**src/rtl/fpc_pkg.sv**
```systemverilog
package fpc_pkg;

    typedef enum logic [1:0] {
        ST_IDLE = 2'd0,
        ST_ARM  = 2'd1,
        ST_RUN  = 2'd2
    } fpc_state_e;

    typedef enum logic [1:0] {
        MODE_HI_FREQ   = 2'd0,
        MODE_LO_FREQ   = 2'd1,
        MODE_LO_PERIOD = 2'd2
    } fpc_mode_e;

endpackage

```
**src/rtl/fpc_edge_sync.sv**
```systemverilog
module fpc_edge_sync #(
    parameter int STAGES = 2
) (
    input  logic clk,
    input  logic rst_n,
    input  logic async_in,
    output logic rise
);
    typedef struct packed {
        logic [STAGES-1:0] sync;
        logic              last;
    } sync_regs_t;

    sync_regs_t q, d;

    always_comb begin
        d      = q;
        d.sync = {q.sync[STAGES-2:0], async_in};
        d.last = q.sync[STAGES-1];
    end

    always_ff @(posedge clk or negedge rst_n) begin
        if (!rst_n) q <= '0;
        else        q <= d;
    end

    assign rise = q.sync[STAGES-1] & ~q.last;
endmodule

```
**src/rtl/fpc_tick_gen.sv**
```systemverilog
module fpc_tick_gen #(
    parameter int REF_DIV = 8
) (
    input  logic clk,
    input  logic rst_n,
    output logic tick
);
    localparam int CW = (REF_DIV > 1) ? $clog2(REF_DIV) : 1;

    logic [CW-1:0] cnt_q, cnt_d;

    always_comb begin
        if (cnt_q == CW'(REF_DIV - 1)) cnt_d = '0;
        else                           cnt_d = cnt_q + 1'b1;
    end

    always_ff @(posedge clk or negedge rst_n) begin
        if (!rst_n) cnt_q <= '0;
        else        cnt_q <= cnt_d;
    end

    assign tick = (cnt_q == CW'(REF_DIV - 1));
endmodule

```
**src/rtl/fpc_shift_out.sv**
```systemverilog
module fpc_shift_out #(
    parameter int W = 20
) (
    input  logic         clk,
    input  logic         rst_n,
    input  logic         load,
    input  logic         shift,
    input  logic [W-1:0] value,
    output logic         bit_out
);
    logic [W-1:0] sh_q, sh_d;

    always_comb begin
        sh_d = sh_q;
        if (load)       sh_d = value;
        else if (shift) sh_d = {sh_q[W-2:0], 1'b0};
    end

    always_ff @(posedge clk or negedge rst_n) begin
        if (!rst_n) sh_q <= '0;
        else        sh_q <= sh_d;
    end

    assign bit_out = sh_q[W-1];

    assert_load_msb_R9: assert property (@(posedge clk) disable iff (!rst_n)
        load |=> (bit_out == $past(value[W-1])));
endmodule

```
**src/rtl/freq_period_counter.sv**
```systemverilog
module freq_period_counter
    import fpc_pkg::*;
#(
    parameter int CNT_W    = 20,
    parameter int REF_DIV  = 8,
    parameter int MS_TICKS = 900,
    parameter int SYNC_N   = 2
) (
    input  logic             clk,
    input  logic             rst_n,
    input  logic             cfg_enable,
    input  logic             start_pulse,
    input  logic             cfg_hi_sel,
    input  logic             cfg_lo_freq,
    input  logic [1:0]       cfg_gate,
    input  logic             hi_in,
    input  logic             lo_in,
    input  logic             rd_load,
    input  logic             rd_shift,
    output logic [CNT_W-1:0] count,
    output logic             done,
    output logic             overflow,
    output logic             rd_bit
);
    localparam int GATE_W = $clog2(MS_TICKS * 64) + 1;
    localparam logic [GATE_W-1:0] GATE_LEN0 = GATE_W'(MS_TICKS * 4);
    localparam logic [GATE_W-1:0] GATE_LEN1 = GATE_W'(MS_TICKS * 8);
    localparam logic [GATE_W-1:0] GATE_LEN2 = GATE_W'(MS_TICKS * 32);
    localparam logic [GATE_W-1:0] GATE_LEN3 = GATE_W'(MS_TICKS * 64);

    typedef struct packed {
        fpc_state_e        st;
        fpc_mode_e         mode;
        logic [1:0]        gate;
        logic              en;
        logic              hdiv;
        logic [GATE_W-1:0] gcnt;
        logic              pcnt;
        logic [CNT_W-1:0]  cnt;
        logic              done;
        logic              ovf;
    } regs_t;

    regs_t q, d;

    logic hi_rise, lo_rise, ref_tick;

    fpc_edge_sync #(.STAGES(SYNC_N)) u_hi_sync (
        .clk(clk), .rst_n(rst_n), .async_in(hi_in), .rise(hi_rise));

    fpc_edge_sync #(.STAGES(SYNC_N)) u_lo_sync (
        .clk(clk), .rst_n(rst_n), .async_in(lo_in), .rise(lo_rise));

    fpc_tick_gen #(.REF_DIV(REF_DIV)) u_tick (
        .clk(clk), .rst_n(rst_n), .tick(ref_tick));

    fpc_shift_out #(.W(CNT_W)) u_shift (
        .clk(clk), .rst_n(rst_n), .load(rd_load), .shift(rd_shift),
        .value(q.cnt), .bit_out(rd_bit));

    logic [GATE_W-1:0] gate_last;
    logic              start_evt;
    logic              inc;
    logic [CNT_W:0]    sum;

    always_comb begin
        unique case (q.gate)
            2'd0:    gate_last = GATE_LEN0 - 1'b1;
            2'd1:    gate_last = GATE_LEN1 - 1'b1;
            2'd2:    gate_last = GATE_LEN2 - 1'b1;
            default: gate_last = GATE_LEN3 - 1'b1;
        endcase
    end

    assign start_evt = cfg_enable && (!q.en || start_pulse);
    assign sum       = {1'b0, q.cnt} + {{CNT_W{1'b0}}, 1'b1};

    always_comb begin
        d    = q;
        inc  = 1'b0;
        d.en = cfg_enable;
        if (!cfg_enable) begin
            d.st   = ST_IDLE;
            d.cnt  = '0;
            d.done = 1'b0;
            d.ovf  = 1'b0;
            d.gcnt = '0;
            d.pcnt = 1'b0;
            d.hdiv = 1'b0;
        end else if (start_evt) begin
            d.done = 1'b0;
            d.hdiv = 1'b0;
            d.gcnt = '0;
            d.pcnt = 1'b0;
            d.gate = cfg_gate;
            if (cfg_hi_sel) begin
                d.mode = MODE_HI_FREQ;
                d.st   = ST_RUN;
            end else if (cfg_lo_freq) begin
                d.mode = MODE_LO_FREQ;
                d.st   = ST_RUN;
            end else begin
                d.mode = MODE_LO_PERIOD;
                d.st   = ST_ARM;
            end
        end else begin
            unique case (q.st)
                ST_ARM: begin
                    if (lo_rise) d.st = ST_RUN;
                end
                ST_RUN: begin
                    if (q.mode == MODE_LO_PERIOD) begin
                        inc = ref_tick;
                        if (lo_rise) begin
                            if (q.pcnt == q.gate[0]) begin
                                d.done = 1'b1;
                                d.st   = ST_IDLE;
                            end else begin
                                d.pcnt = 1'b1;
                            end
                        end
                    end else begin
                        if (q.mode == MODE_HI_FREQ) begin
                            inc = hi_rise & q.hdiv;
                            if (hi_rise) d.hdiv = ~q.hdiv;
                        end else begin
                            inc = lo_rise;
                        end
                        if (ref_tick) begin
                            if (q.gcnt == gate_last) begin
                                d.done = 1'b1;
                                d.st   = ST_IDLE;
                            end else begin
                                d.gcnt = q.gcnt + 1'b1;
                            end
                        end
                    end
                end
                default: ;
            endcase
            if (inc) begin
                d.cnt = sum[CNT_W-1:0];
                if (sum[CNT_W]) d.ovf = 1'b1;
            end
        end
    end

    always_ff @(posedge clk or negedge rst_n) begin
        if (!rst_n) q <= '0;
        else        q <= d;
    end

    assign count    = q.cnt;
    assign done     = q.done;
    assign overflow = q.ovf;

    assert_clear_on_disable_R1: assert property (@(posedge clk) disable iff (!rst_n)
        !cfg_enable |=> (count == '0 && !done && !overflow));

    assert_count_step_R2: assert property (@(posedge clk) disable iff (!rst_n)
        (cfg_enable && q.st == ST_RUN) |=>
            (count == $past(count) || count == CNT_W'($past(count) + 1'b1)));

    assert_done_holds_R6: assert property (@(posedge clk) disable iff (!rst_n)
        (done && cfg_enable && q.en && !start_pulse) |=> done);

    assert_ovf_sticky_R8: assert property (@(posedge clk) disable iff (!rst_n)
        (overflow && cfg_enable) |=> overflow);

    assert_idle_stable_R10: assert property (@(posedge clk) disable iff (!rst_n)
        (cfg_enable && q.st != ST_RUN) |=> $stable(count));
endmodule

```
**config.mk**
```make
export PLATFORM = sky130hd
export DESIGN_NAME = freq_period_counter
export DESIGN_NICKNAME = d
export VERILOG_FILES = /design/src/rtl/fpc_pkg.sv /design/src/rtl/fpc_edge_sync.sv /design/src/rtl/fpc_tick_gen.sv /design/src/rtl/fpc_shift_out.sv /design/src/rtl/freq_period_counter.sv
export SDC_FILE = /design/constraint.sdc
export NUM_CORES = 1
export LEC_CHECK = 0
export BUFFER_PORTS_ARGS = -buffer_cell sky130_fd_sc_hd__buf_2
export CORE_MARGIN = 10
export CORE_UTILIZATION = 60
export CTS_CLUSTER_SIZE = 40
export DETAILED_ROUTE_END_ITERATION = 6
export HOLD_SLACK_MARGIN = 0.03
export PLACE_DENSITY = 0.81
export RECOVER_POWER = 25
export SETUP_SLACK_MARGIN = 0.2
export SYNTH_ARGS = -nofsm -noshare
export SYNTH_HDL_FRONTEND = slang
export SYNTH_HIERARCHICAL = 1
export SYNTH_SLANG_ARGS = --single-unit
```
**constraint.sdc**
```tcl
create_clock -name clk -period 2.5 [get_ports clk]
set_input_delay 0.125 -clock clk [delete_from_list [all_inputs] [get_ports clk]]
set_output_delay 0.125 -clock clk [all_outputs]
set_load 0.005 [all_outputs]
```
==> After elaboration in Yosys (flattened, before gate mapping) <==
Index checks and enable logic that the tools add are counted.
{ "word_totals": {"regBits": 77, "inputBits": 12, "output_inout_bits": 23, "word_cells": 112} }
{ "op_classes": {"n_addsub": 3, "n_eq_ne": 30, "mux": 43, "bitwise_logic": 6, "n_reduce_logical": 14} }
{ "op_table": {"columns": ["cell", "count"], "rows": [
  ["$mux 20", 4],
  ["$pmux 16 s3", 1],
  ["$mux 41", 1],
  ["$mux 19", 2],
  ["$mux 17", 2],
  ["$add 20x1->21 const B", 1],
  ["$mux 1", 20],
  ["$ne 5x5->1 const B", 4],
  ["$mux 18", 1],
  ["$ne 3x1->1 const B", 6],
  ["$add 17x1->17 const B", 1],
  ["$eq 17x17->1", 1],
  ["$mux 2", 8],
  ["$ne 4x1->1 const B", 3],
  ["$reduce_and 4->1", 3],
  ["$ne 3x3->1 const B", 3],
  ["$mux 4", 2],
  ["$ne 4x4->1 const B", 2],
  ["$eq 2x2->1 const B", 3],
  ["$reduce_and 6->1", 1],
  ["$reduce_and 5->1", 1],
  ["$eq 2x1->1 const B", 2],
  ["$logic_not 2->1", 2],
  ["$ne 2x1->1 const B", 2],
  ["other kinds (15)", 20]
]} }

==> Depth between registers and ports, before layout <==
Gate-level depths: netlist of run 1.
{ "depth": {"ltp_word": 11, "mapped_depth": 9, "mapped_depth_nobuf": 7} }

==> Cells and area by module <==
The synthesis of run 1 kept the hierarchy.
{ "modules_own_cells": {"columns": ["module", "n_inst", "cells_per_inst", "area_per_inst_um2", "seq_area_each_um2"], "rows": [
  ["freq_period_counter", 1, 330, 2960.3, 1201.2],
  ["fpc_shift_out", 1, 86, 923.4, 500.5],
  ["fpc_edge_sync", 2, 4, 88.8, 75.1],
  ["fpc_tick_gen", 1, 6, 103.8, 75.1]
]} }

==> Least setup slack after synthesis of run 1 <==
OpenSTA, ideal clock, no wires.
{ "synth_path": {"path_type": "flip-flop to flip-flop", "start": "reg q[42] (netlist name)", "end": "reg q[26] (netlist name)", "setup_ns": 0.078, "arrival_time_ns": 2.051, "required_ns": 2.422, "path_slack_ns": 0.371, "path_stages_with_launch": 9, "n_path_buf": 1, "period_less_slack_ns": 2.129, "cell_sequence": "dfrtp_1 -> inv_1 -> ha_1 -> o21bai_1 -> mux2_4 -> and4_4 -> buf_6 -> or4_1 -> a21oi_1"} }
{ "synth_between": {"elab_chain_len": 5, "elab_cells_between_ends": 7, "classes_between": "eq/ne: 4; mux: 1; reduce/logical: 2"} }
{ "synth_rtl": {"columns": ["item", "line", "text"], "rows": [
  ["start, declared", "freq_period_counter.sv:44", "regs_t q, d;"],
  ["start signal, assigned", "freq_period_counter.sv:149", "if (!rst_n) q <= '0;"],
  ["start signal, assigned", "freq_period_counter.sv:150", "else q <= d;"],
  ["$eq 2x2->1 (tied with other cells)", "freq_period_counter.sv:67", "unique case (q.gate)"],
  ["$pmux 16 s3 (*)", "freq_period_counter.sv:67", null],
  ["$eq 17x17->1 (*)", "freq_period_counter.sv:130", "if (q.gcnt == gate_last) begin"],
  ["$ne 3x3->1 (no source line) (*)", null, null],
  ["$reduce_and 4->1 (no source line) (*)", null, null]
]} }
Mark *: on every way between the ends. The rest lies on a longest branch, timed or not.
A chain may end at the register's enable or synchronous reset.

==> Worst setup path in the final report of run 1 <==
Ends and elaborated chain as after synthesis.

==> reports/metrics.yaml, run 1 <==
status: "finished clean"
setup_repair_after_global_routing_missed_its_margin: "false"
synth.lib_cells_used.distinct: 50
global_route_congestion_overflow_total: 0
postSynthRegisterBits: 77
syn-mean-instance-area_um2: 9.69
ctsRootBufferMaster: "clkbuf_8"
worst_setup_hold_path_clk_slew_ps: 70
clk_latency_ps: 350
cts_tree: "yes"
detail_route.drc_violations: 0
cp.required_ps: 2770
areaGrowthSynthToFinish_pct: 7.24
drv_cap: 0
chipHeight_um: 103
library_cell_with_the_highest_instance_count_after_synthesis: "dfrtp_1"
placement_rows: 30
antenna_cells: 0
design.final.nets: 470
worst_r2r_startpoint: "q[42]$_DFFE_PN0P_"
worst_path_max_delay_cell: "or4_1"
critPathMaxStageDelay_ps: 490
synthDominantCellAreaShare_pct: 46.3
detail_route.first_pass.iterations: 4
portion_of_total_power_attributed_to_the_clock_network_pct: 40.2
total_via_count_after_detailed_routing: 3169
sw_pwr_w: 0.000581
period_minus_slack_ps: 2200
post_drt_via_cell_ratio: 5.96
slew_headroom_pct: 37.7
cts_max_level: 3
power_share_of_the_sequential_group_pct: 51.6
cp.arrival_ps: 2470
max_freq_mhz: 456
p_leak_nw: 1.95
detailedRoute.firstIterationViolations: 189
layout_worst_path_cycle_share_pct: 87.8
grtUsageTotal_pct: 17.3
synthFlopType: "dfrtp_1"
mappedNetlistArea_mm2: 0.00417
skew_ps: 4.30
ir_worst_vdd_v: 0.000466
route.antenna.remaining_nets: 0
hold_path_startpoint: "cfg_lo_freq"
worst-path-buf-inv: 1
ys_top_cells_by_count: "dfrtp_1 (77), nand2_1 (47), xnor2_1 (24), nor2_1 (23), buf_4 (22)"
cts-buffers-inserted: 9
internal-power_w: 0.00190
clockBufferDepth: 2
initial_core_util_pct: 61.6
synth_net_count: 453
switching_share_pct: 23.4
min_delay_path_depth: 3
finalHoldViolCount: 0
power_w: 0.00248
final_cell_area_mm2: 0.00447
gp_congestion: 0.865
yosysWarnings: 6
floorplan.core_area_mm2: 0.00676
cpLargestDelayFamily: "simple AND/OR/NAND/NOR gates"
r2r_end: "q[26]$_DFFE_PN0P_"
path_max_fanout: 18
die-width_um: 103
share_comb_of_total_power_pct: 8.2
totalNegativeSetupSlack_ps: 0
count_of_mapped_cells_out_of_synthesis: 430
maxSlewViolCount: 0
placedInstanceArea_mm2: 0.00421
cp-end-kind: "flop"
setup_slack_ps: 305
largest_net_degree_at_the_start_of_global_routing: 78
ys_async_sr_fraction_pct: 100
setup.reg_to_reg.worst_slack_ps: 300
wl_per_cell_um: 16.0
timing.reg2reg.worst_path_depth: 7
worstSetupStartpointType: "flop"
final_layout_size_suffix_gt1_share_pct: 11.3
synth.area.top_cells: "dfrtp_1 (46%), xnor2_1 (5.0%), mux2i_1 (4.8%)"
numClockSinks: 77
yosysSeqAreaShare_pct: 46.3
numPortBuffers: 34
edff_count_synth: 0
fp.dieArea_mm2: 0.0107
critical_path_class: "flop to flop"
final-setup-viol-count: 0
tightest_slew_ps: 935
post-synth-top-area-cell: "dfrtp_1"
grt_pass1_vias: 3053
pre_cts_slack_ps: 241
grt_pass1_wl_um: 14500
worst_hold_path.endpoint: "q[44]$_DFFE_PN0P_"
power_density_mw_per_mm2: 556
path_cells: "inv_1 > ha_1 > o21bai_1 > mux2_4 > and4_4 > or4_1 > a21oi_1"
post-dp-hpwl_um: 5830
grt_antenna_before_repair: 0
hold_class: "input port to flop"
num_io_pins: 35
drt-total-wl_um: 8510
## worst register-to-register path: cells and delay by family, from the launching register on
kind                     cells  cell delay, ps
AND/OR/NAND/NOR              2             740
flip-flops                   1             410
AO/OA/AOI/OAI                2             350
multiplexers                 1             320
adder cells (fa/ha/maj)      1             230
buffers and inverters        1              90
## power by group through the flow
| stage | clock, W | sequential, W | combinational [W] |
|---|---|---|---|
| after floorplan | 0 | 0.00130 | 0.000132 |
| after global placement | 0 | 0.00130 | 0.000183 |
| after detailed placement | 0 | 0.00131 | 0.000190 |
| after CTS | 0.00102 | 0.00128 | 0.000199 |
| after global routing | 0.00108 | 0.00128 | 0.000228 |
| final | 0.000998 | 0.00128 | 0.000203 |
## flip-flops by register name, indices dropped and copies added (netlist names)
signal and flops:
q 26, count 20, u_shift/sh_q 20, u_tick/cnt_q 3
u_hi_sync/d 2, u_lo_sync/d 2, done 1, overflow 1
u_hi_sync/q 1, u_lo_sync/q 1
## per-layer routing
layer / wire length, µm / up-vias / track usage [%] / part of all wire, %
met5: 0 / - / 0 / 0
met4: 150 / 0 / 6.63 / 1.8
met3: 462 / 14 / 4.65 / 5.4
met2: 3900 / 96 / 25.5 / 46
met1: 4000 / 1543 / 23.7 / 47
li1: - / 1516 / - / -
## through the flow
stage	cells	hold slack [ps]	utilization, %
6_report	532	62.6	66.1
5_1_grt	532	98.6	66.1
4_1_cts	530	57.8	66.1
3_5_place_dp	509	235	62.4
3_3_place_gp	509	235	62.4
2_1_floorplan	430	-171	-
## cell type report
class / instances / area [µm²]
repair buffers: 45 / 253
fillers: 533 / 2290
clock inverters: 5 / 75.1
clock buffers: 11 / 131
multi-input cells: 300 / 1930
flip-flops and latches: 77 / 1930
well taps: 80 / 100
inverters: 14 / 52.6
## how the worst max path moves through the flow
stage | start | end | cells after the start
finish | q[42]$_DFFE_PN0P_ | q[26]$_DFFE_PN0P_ | 7
global route | q[42]$_DFFE_PN0P_ | q[26]$_DFFE_PN0P_ | 7
CTS | q[42]$_DFFE_PN0P_ | q[26]$_DFFE_PN0P_ | 7
detailed placement | q[42]$_DFFE_PN0P_ | q[26]$_DFFE_PN0P_ | 7
global placement | q[42]$_DFFE_PN0P_ | q[26]$_DFFE_PN0P_ | 7
floorplan | q[42]$_DFFE_PN0P_ | q[26]$_DFFE_PN0P_ | 8
## cells in the final DEF, fill, tap and decap left out, drive strengths merged, types with 6 or more instances in the layout
| cell type | n |
|---|---|
| nand2 | 47 |
| mux2i | 20 |
| inv | 14 |
| or3 | 8 |
| a21oi | 11 |
| o21ai | 29 |
| or4 | 7 |
| clkbuf | 23 |
| nor3 | 13 |
| and2 | 19 |
| dfrtp | 77 |
| buf | 28 |
| nand3 | 15 |
| nand4 | 14 |
| nor4 | 7 |
| nor2 | 23 |
| ha | 11 |
| and3 | 6 |
| xnor2 | 24 |
## kinds of logic after synthesis
logic type               count (synthesis)  share of synthesized area, %
multiplexers                            23                          5.71
flip-flops                              77                          46.3
adder cells (fa/ha/maj)                 11                          3.30
AND/OR/NAND/NOR                        173                          21.9
buffers and inverters                   53                          7.39
AO/OA/AOI/OAI                           67                          10.0
XOR/XNOR                                26                          5.47
## repair_timing
item | CTS | global route
hold endpoints to repair | 81 | 0
hold buffers | 5 | 0
resized for setup | 0 | 1
endpoints found under the setup margin | 0 | 4
setup buffers | 0 | 2
Note: power is estimated with default switching activity, not from simulation.
==> run 2, diff against run 1 <==
- MAX_ROUTING_LAYER: not set -> met4
==> reports/metrics.yaml, run 2 (same netlist as run 1, synthesis figures left out) <==
cts-buffers-inserted: 9  # unchanged
worst_setup_hold_path_clk_slew_ps: 80  # was 70 ps
path_cells: "inv_1 > ha_1 > o21bai_1 > mux2_4 > and4_4 > or4_1 > a21oi_1"  # unchanged
critical_path_class: "flop to flop"  # unchanged
route.antenna.remaining_nets: 0  # unchanged
post-dp-hpwl_um: 5830  # unchanged
final-setup-viol-count: 0  # unchanged
numPortBuffers: 34  # unchanged
maxSlewViolCount: 0  # unchanged
post_drt_via_cell_ratio: 5.90  # was 5.96
cp-end-kind: "flop"  # unchanged
cp.required_ps: 2780  # was 2770 ps
max_freq_mhz: 457  # was 456 MHz
wl_per_cell_um: 16.1  # was 16.0 µm
setup.reg_to_reg.worst_slack_ps: 310  # was 300 ps
largest_register_ffs: 26  # unchanged
antenna_cells: 0  # unchanged
tightest_slew_ps: 968  # was 935 ps
worstSetupStartpointType: "flop"  # unchanged
portion_of_total_power_attributed_to_the_clock_network_pct: 40.4  # was 40.2%
totalNegativeSetupSlack_ps: 0  # unchanged
final_layout_size_suffix_gt1_share_pct: 11.3  # unchanged
areaGrowthSynthToFinish_pct: 7.24  # unchanged
path_max_fanout: 18  # unchanged
clockBufferDepth: 2  # unchanged
chipHeight_um: 103  # unchanged
num_io_pins: 35  # unchanged
total_via_count_after_detailed_routing: 3141  # was 3169
finalHoldViolCount: 0  # unchanged
most_common_cell_after_layout_fill_and_taps_aside: "dfrtp_1"  # unchanged
largest_register: "q"  # unchanged
final_cell_area_mm2: 0.00447  # unchanged
grt_antenna_before_repair: 0  # unchanged
cp.arrival_ps: 2470  # about the same
drt-total-wl_um: 8580  # was 8510 µm
critPathMaxStageDelay_ps: 490  # about the same
placedInstanceArea_mm2: 0.00421  # unchanged
floorplan.core_area_mm2: 0.00676  # unchanged
layout_common_cells: "dfrtp_1 (76), nand2_1 (47), o21ai_0 (28), xnor2_1 (24), nor2_1 (23)"  # unchanged
die-width_um: 103  # unchanged
share_comb_of_total_power_pct: 8.2  # about the same
design.final.nets: 470  # unchanged
ctsRootBufferMaster: "clkbuf_8"  # unchanged
hold_class: "input port to flop"  # unchanged
sw_pwr_w: 0.000588  # was 0.000581 W
initial_core_util_pct: 61.6  # unchanged
grt_pass1_wl_um: 14500  # about the same
skew_ps: 5.19  # was 4.30 ps
cts_tree: "yes"  # unchanged
status: "finished clean"  # unchanged
gp_congestion: 0.879  # was 0.865
global_route_congestion_overflow_total: 0  # unchanged
power_share_of_the_sequential_group_pct: 51.4  # was 51.6%
setup_repair_after_global_routing_missed_its_margin: "false"  # unchanged
detail_route.first_pass.iterations: 4  # unchanged
p_leak_nw: 1.95  # unchanged
ir_worst_vdd_v: 0.000469  # was 0.000466 V
cts_max_level: 3  # unchanged
numClockSinks: 77  # unchanged
fp.dieArea_mm2: 0.0107  # unchanged
layout_worst_path_cycle_share_pct: 87.5  # was 87.8%
clk_latency_ps: 350  # about the same
detailedRoute.firstIterationViolations: 180  # was 189
largest_net_degree_at_the_start_of_global_routing: 78  # unchanged
power_density_mw_per_mm2: 557  # was 556 mW/mm²
drv_cap: 0  # unchanged
grt_pass1_vias: 3042  # was 3053
placement_rows: 30  # unchanged
period_minus_slack_ps: 2190  # was 2200 ps
grtUsageTotal_pct: 17.8  # was 17.3%
slew_headroom_pct: 35.5  # was 37.7%
internal-power_w: 0.00190  # about the same
worst_path_max_delay_cell: "or4_1"  # unchanged
switching_share_pct: 23.6  # was 23.4%
detail_route.drc_violations: 0  # unchanged
-- run 2: worst paths after layout --
check,start,to,cells past startpoint
worst max-delay path,q[42]$_DFFE_PN0P_,q[26]$_DFFE_PN0P_,7
worst min-delay path,cfg_lo_freq,q[44]$_DFFE_PN0P_,3
worst max register to register,q[42]$_DFFE_PN0P_,q[26]$_DFFE_PN0P_,7
worst min register to register,u_lo_sync/d[2]$_DFF_PN0_,u_lo_sync/d[0]$_DFF_PN0_,0
max in group asynchronous,rst_n,q[42]$_DFFE_PN0P_,2
min in group asynchronous,rst_n,q[26]$_DFFE_PN0P_,2
-- run 2: power groups by stage --
stage / clock (W) / combinational [W] / sequential, W
after global routing: 0.00108 / 0.000228 / 0.00128
after global placement: 0 / 0.000183 / 0.00130
after detailed placement: 0 / 0.000190 / 0.00131
final: 0.00100 / 0.000204 / 0.00128
after floorplan: 0 / 0.000132 / 0.00130
after CTS: 0.00102 / 0.000199 / 0.00128
-- run 2: per-stage QoR --
stage / setup WS [ps] / util, % / cells / hold WS (ps) / power (W)
floorplan: 371 / - / 430 / -171 / 0.00143
global placement: 370 / 62.4 / 509 / 235 / 0.00149
detailed placement: 241 / 62.4 / 509 / 235 / 0.00150
CTS: 217 / 66.1 / 530 / 57.8 / 0.00250
global route: 206 / 66.1 / 532 / 102 / 0.00259
finish: 311 / 66.1 / 532 / 58.2 / 0.00249
-- run 2: routing by layer --
layer  share of wire (%)  track usage [%]  vias up  wire length [µm]
li1                    -                -     1512                 -
met4                 2.1             8.24        0               184
met5                   0                -        -                 0
met3                 5.1             3.26       15               434
met1                  47             24.2     1508              4070
met2                  45             25.4      106              3890
-- run 2: layout make-up --
class,count,area [µm²]
Fill cell,533,2290
Sequential cell,77,1930
Multi-Input combinational cell,300,1930
Timing Repair Buffer,45,253
Clock buffer,11,131
Tap cell,80,100
Clock inverter,5,75.1
Inverter,14,52.6
-- run 2: worst max-delay path: cells and delay by family, from the launching register on --
family | cells | cell delay [ps]
AND/OR/NAND/NOR | 2 | 730
adder cells (fa/ha/maj) | 1 | 230
flip-flops | 1 | 410
multiplexers | 1 | 320
buffers and inverters | 1 | 80
AO/OA/AOI/OAI | 2 | 350
-- run 2: timing repair --
action	CTS	global route
hold buffers	5	0
gates resized for setup	0	1
setup buffers	0	2
setup endpoints to repair	0	4
hold endpoints to repair	81	0
==> run 3, diff against run 2 <==
- BUFFER_PORTS_ARGS: -buffer_cell sky130_fd_sc_hd__buf_2 -> -buffer_cell sky130_fd_sc_hd__clkbuf_2
- CTS_CLUSTER_DIAMETER: not set -> 30
- clock period: 2.5 -> 2.82 ns (I/O delays scaled with it)
==> reports/metrics.yaml, run 3 (same netlist as run 1, synthesis figures left out) <==
status: "finished clean"  # unchanged
cp.required_ps: 3110  # was 2780 ps
floorplan.core_area_mm2: 0.00676  # unchanged
drv_cap: 0  # unchanged
detailedRoute.firstIterationViolations: 143  # was 180
numClockSinks: 77  # unchanged
layout.filler_cells: 528  # was 533
largest_register: "q"  # unchanged
p_leak_nw: 1.93  # was 1.95 nW
totalNegativeSetupSlack_ps: 0  # unchanged
placement_rows: 30  # unchanged
total_via_count_after_detailed_routing: 3063  # was 3141
placedInstanceArea_mm2: 0.00421  # about the same
num_io_pins: 35  # unchanged
initial_core_util_pct: 61.6  # unchanged
skew_ps: 10.4  # was 5.19 ps
worst_setup_hold_path_clk_slew_ps: 80  # about the same
cp.arrival_ps: 2520  # was 2470 ps
post-cts-setup-buffer-count: 0  # unchanged
detail_route.first_pass.iterations: 4  # unchanged
period_minus_slack_ps: 2230  # was 2190 ps
wl_per_cell_um: 15.9  # was 16.1 µm
layoutNonFillerInstCount: 529  # was 532
areaGrowthSynthToFinish_pct: 7.63  # was 7.24%
design.final.nets: 467  # was 470
finalHoldViolCount: 0  # unchanged
max_freq_mhz: 449  # was 457 MHz
post_drt_via_cell_ratio: 5.79  # was 5.90
maxSlewViolCount: 0  # unchanged
worstSetupStartpointType: "flop"  # unchanged
global_route_congestion_overflow_total: 0  # unchanged
setup_repair_after_global_routing_missed_its_margin: "false"  # unchanged
largest_register_ffs: 26  # unchanged
layout_common_cells: "dfrtp_1 (77), nand2_1 (47), o21ai_0 (26), xnor2_1 (24), nor2_1 (23)"  # was dfrtp_1 (76), nand2_1 (47), o21ai_0 (28), xnor2_1 (24), nor2_1 (23)
hold_ws_ps: 54.6  # was 58.2 ps
detail_route.drc_violations: 0  # unchanged
grt_antenna_before_repair: 0  # unchanged
hold_class: "input port to flop"  # unchanged
chipHeight_um: 103  # unchanged
grtUsageTotal_pct: 17.6  # was 17.8%
largest_net_degree_at_the_start_of_global_routing: 78  # unchanged
final_layout_size_suffix_gt1_share_pct: 10.2  # was 11.3%
numPortBuffers: 34  # unchanged
die-width_um: 103  # unchanged
gp_congestion: 0.910  # was 0.879
grt_pass1_wl_um: 14400  # was 14500 µm
fp.dieArea_mm2: 0.0107  # unchanged
path_max_fanout: 18  # unchanged
critical_path_class: "flop to flop"  # unchanged
final-setup-viol-count: 0  # unchanged
dp.cells: 508  # was 509
cts.repair.resized: 0  # unchanged
number_of_hold_buffers_added_after_cts: 5  # unchanged
clk_latency_ps: 360  # was 350 ps
cts_max_level: 3  # unchanged
slew_headroom_pct: 11.8  # was 35.5%
route.antenna.remaining_nets: 0  # unchanged
grt_pass1_vias: 3074  # was 3042
ctsRootBufferMaster: "clkbuf_8"  # unchanged
ir_worst_vdd_v: 0.000359  # was 0.000469 V
antenna_cells: 0  # unchanged
cts_tree: "yes"  # unchanged
cts-buffers-inserted: 9  # unchanged
layout_worst_path_cycle_share_pct: 79.0  # was 87.5%
clockBufferDepth: 2  # unchanged
cp-end-kind: "flop"  # unchanged
power_density_mw_per_mm2: 519  # was 557 mW/mm²
post-dp-hpwl_um: 5770  # was 5830 µm
tightest_slew_ps: 1320  # was 968 ps
final_cell_area_mm2: 0.00448  # was 0.00447 mm²
drt-total-wl_um: 8400  # was 8580 µm
most_common_cell_after_layout_fill_and_taps_aside: "dfrtp_1"  # unchanged
-- run 3: routing by layer --
metal,global-route usage [%],share of wire (%)
met5,-,0
met4,8.13,2.2
met3,2.92,3.6
met2,25.9,46
met1,23.3,48
-- run 3: worst paths after layout --
path	from	to	slack, ps	cells past startpoint
max reg2reg	q[42]$_DFFE_PN0P_	q[26]$_DFFE_PN0P_	590	7
max in group asynchronous	rst_n	count[8]$_DFFE_PN0P_	1760	2
min reg2reg	u_hi_sync/d[2]$_DFF_PN0_	u_hi_sync/d[0]$_DFF_PN0_	360	0
min	cfg_lo_freq	q[44]$_DFFE_PN0P_	50	3
min in group asynchronous	rst_n	q[28]$_DFFE_PN0P_	460	2
max	q[42]$_DFFE_PN0P_	q[26]$_DFFE_PN0P_	590	7
-- run 3: per-stage QoR --
| stage | setup slack, ps | util [%] | power [W] |
|---|---|---|---|
| after floorplan | 691 | - | 0.00127 |
| after global placement | 692 | 62.2 | 0.00132 |
| after detailed placement | 615 | 62.2 | 0.00132 |
| after CTS | 591 | 66.6 | 0.00234 |
| after global routing | 478 | 66.4 | 0.00241 |
| final | 591 | 66.4 | 0.00233 |
-- run 3: area by class of cell --
| class | instances | area (µm²) | area share [%] |
|---|---|---|---|
| clock buffer | 10 | 138 | 3.07 |
| timing repair buffer | 42 | 225 | 5.02 |
| sequential | 77 | 1930 | 43.0 |
| tap | 80 | 100 | 2.23 |
| inverter | 14 | 52.6 | 1.17 |
| clock inverter | 6 | 110 | 2.46 |
| multi-input combinational | 300 | 1930 | 43.1 |
-- run 3: power by group --
group	switching [W]	leakage, nW	internal [W]	total, W
logic	0.000105	0.766	0.0000667	0.000172
registers	0.0000173	1.05	0.00112	0.00114
clock network	0.000409	0.119	0.000610	0.00102
total	0.000532	1.93	0.00180	0.00233
-- run 3: worst max-delay path, cell delays in order (launching register included) --
cell and delay [ps]:
dfrtp_1 450, inv_1 110, ha_1 230, o21bai_1 180, mux2_4 320, and4_4 240, or4_1 470, a21oi_1 150
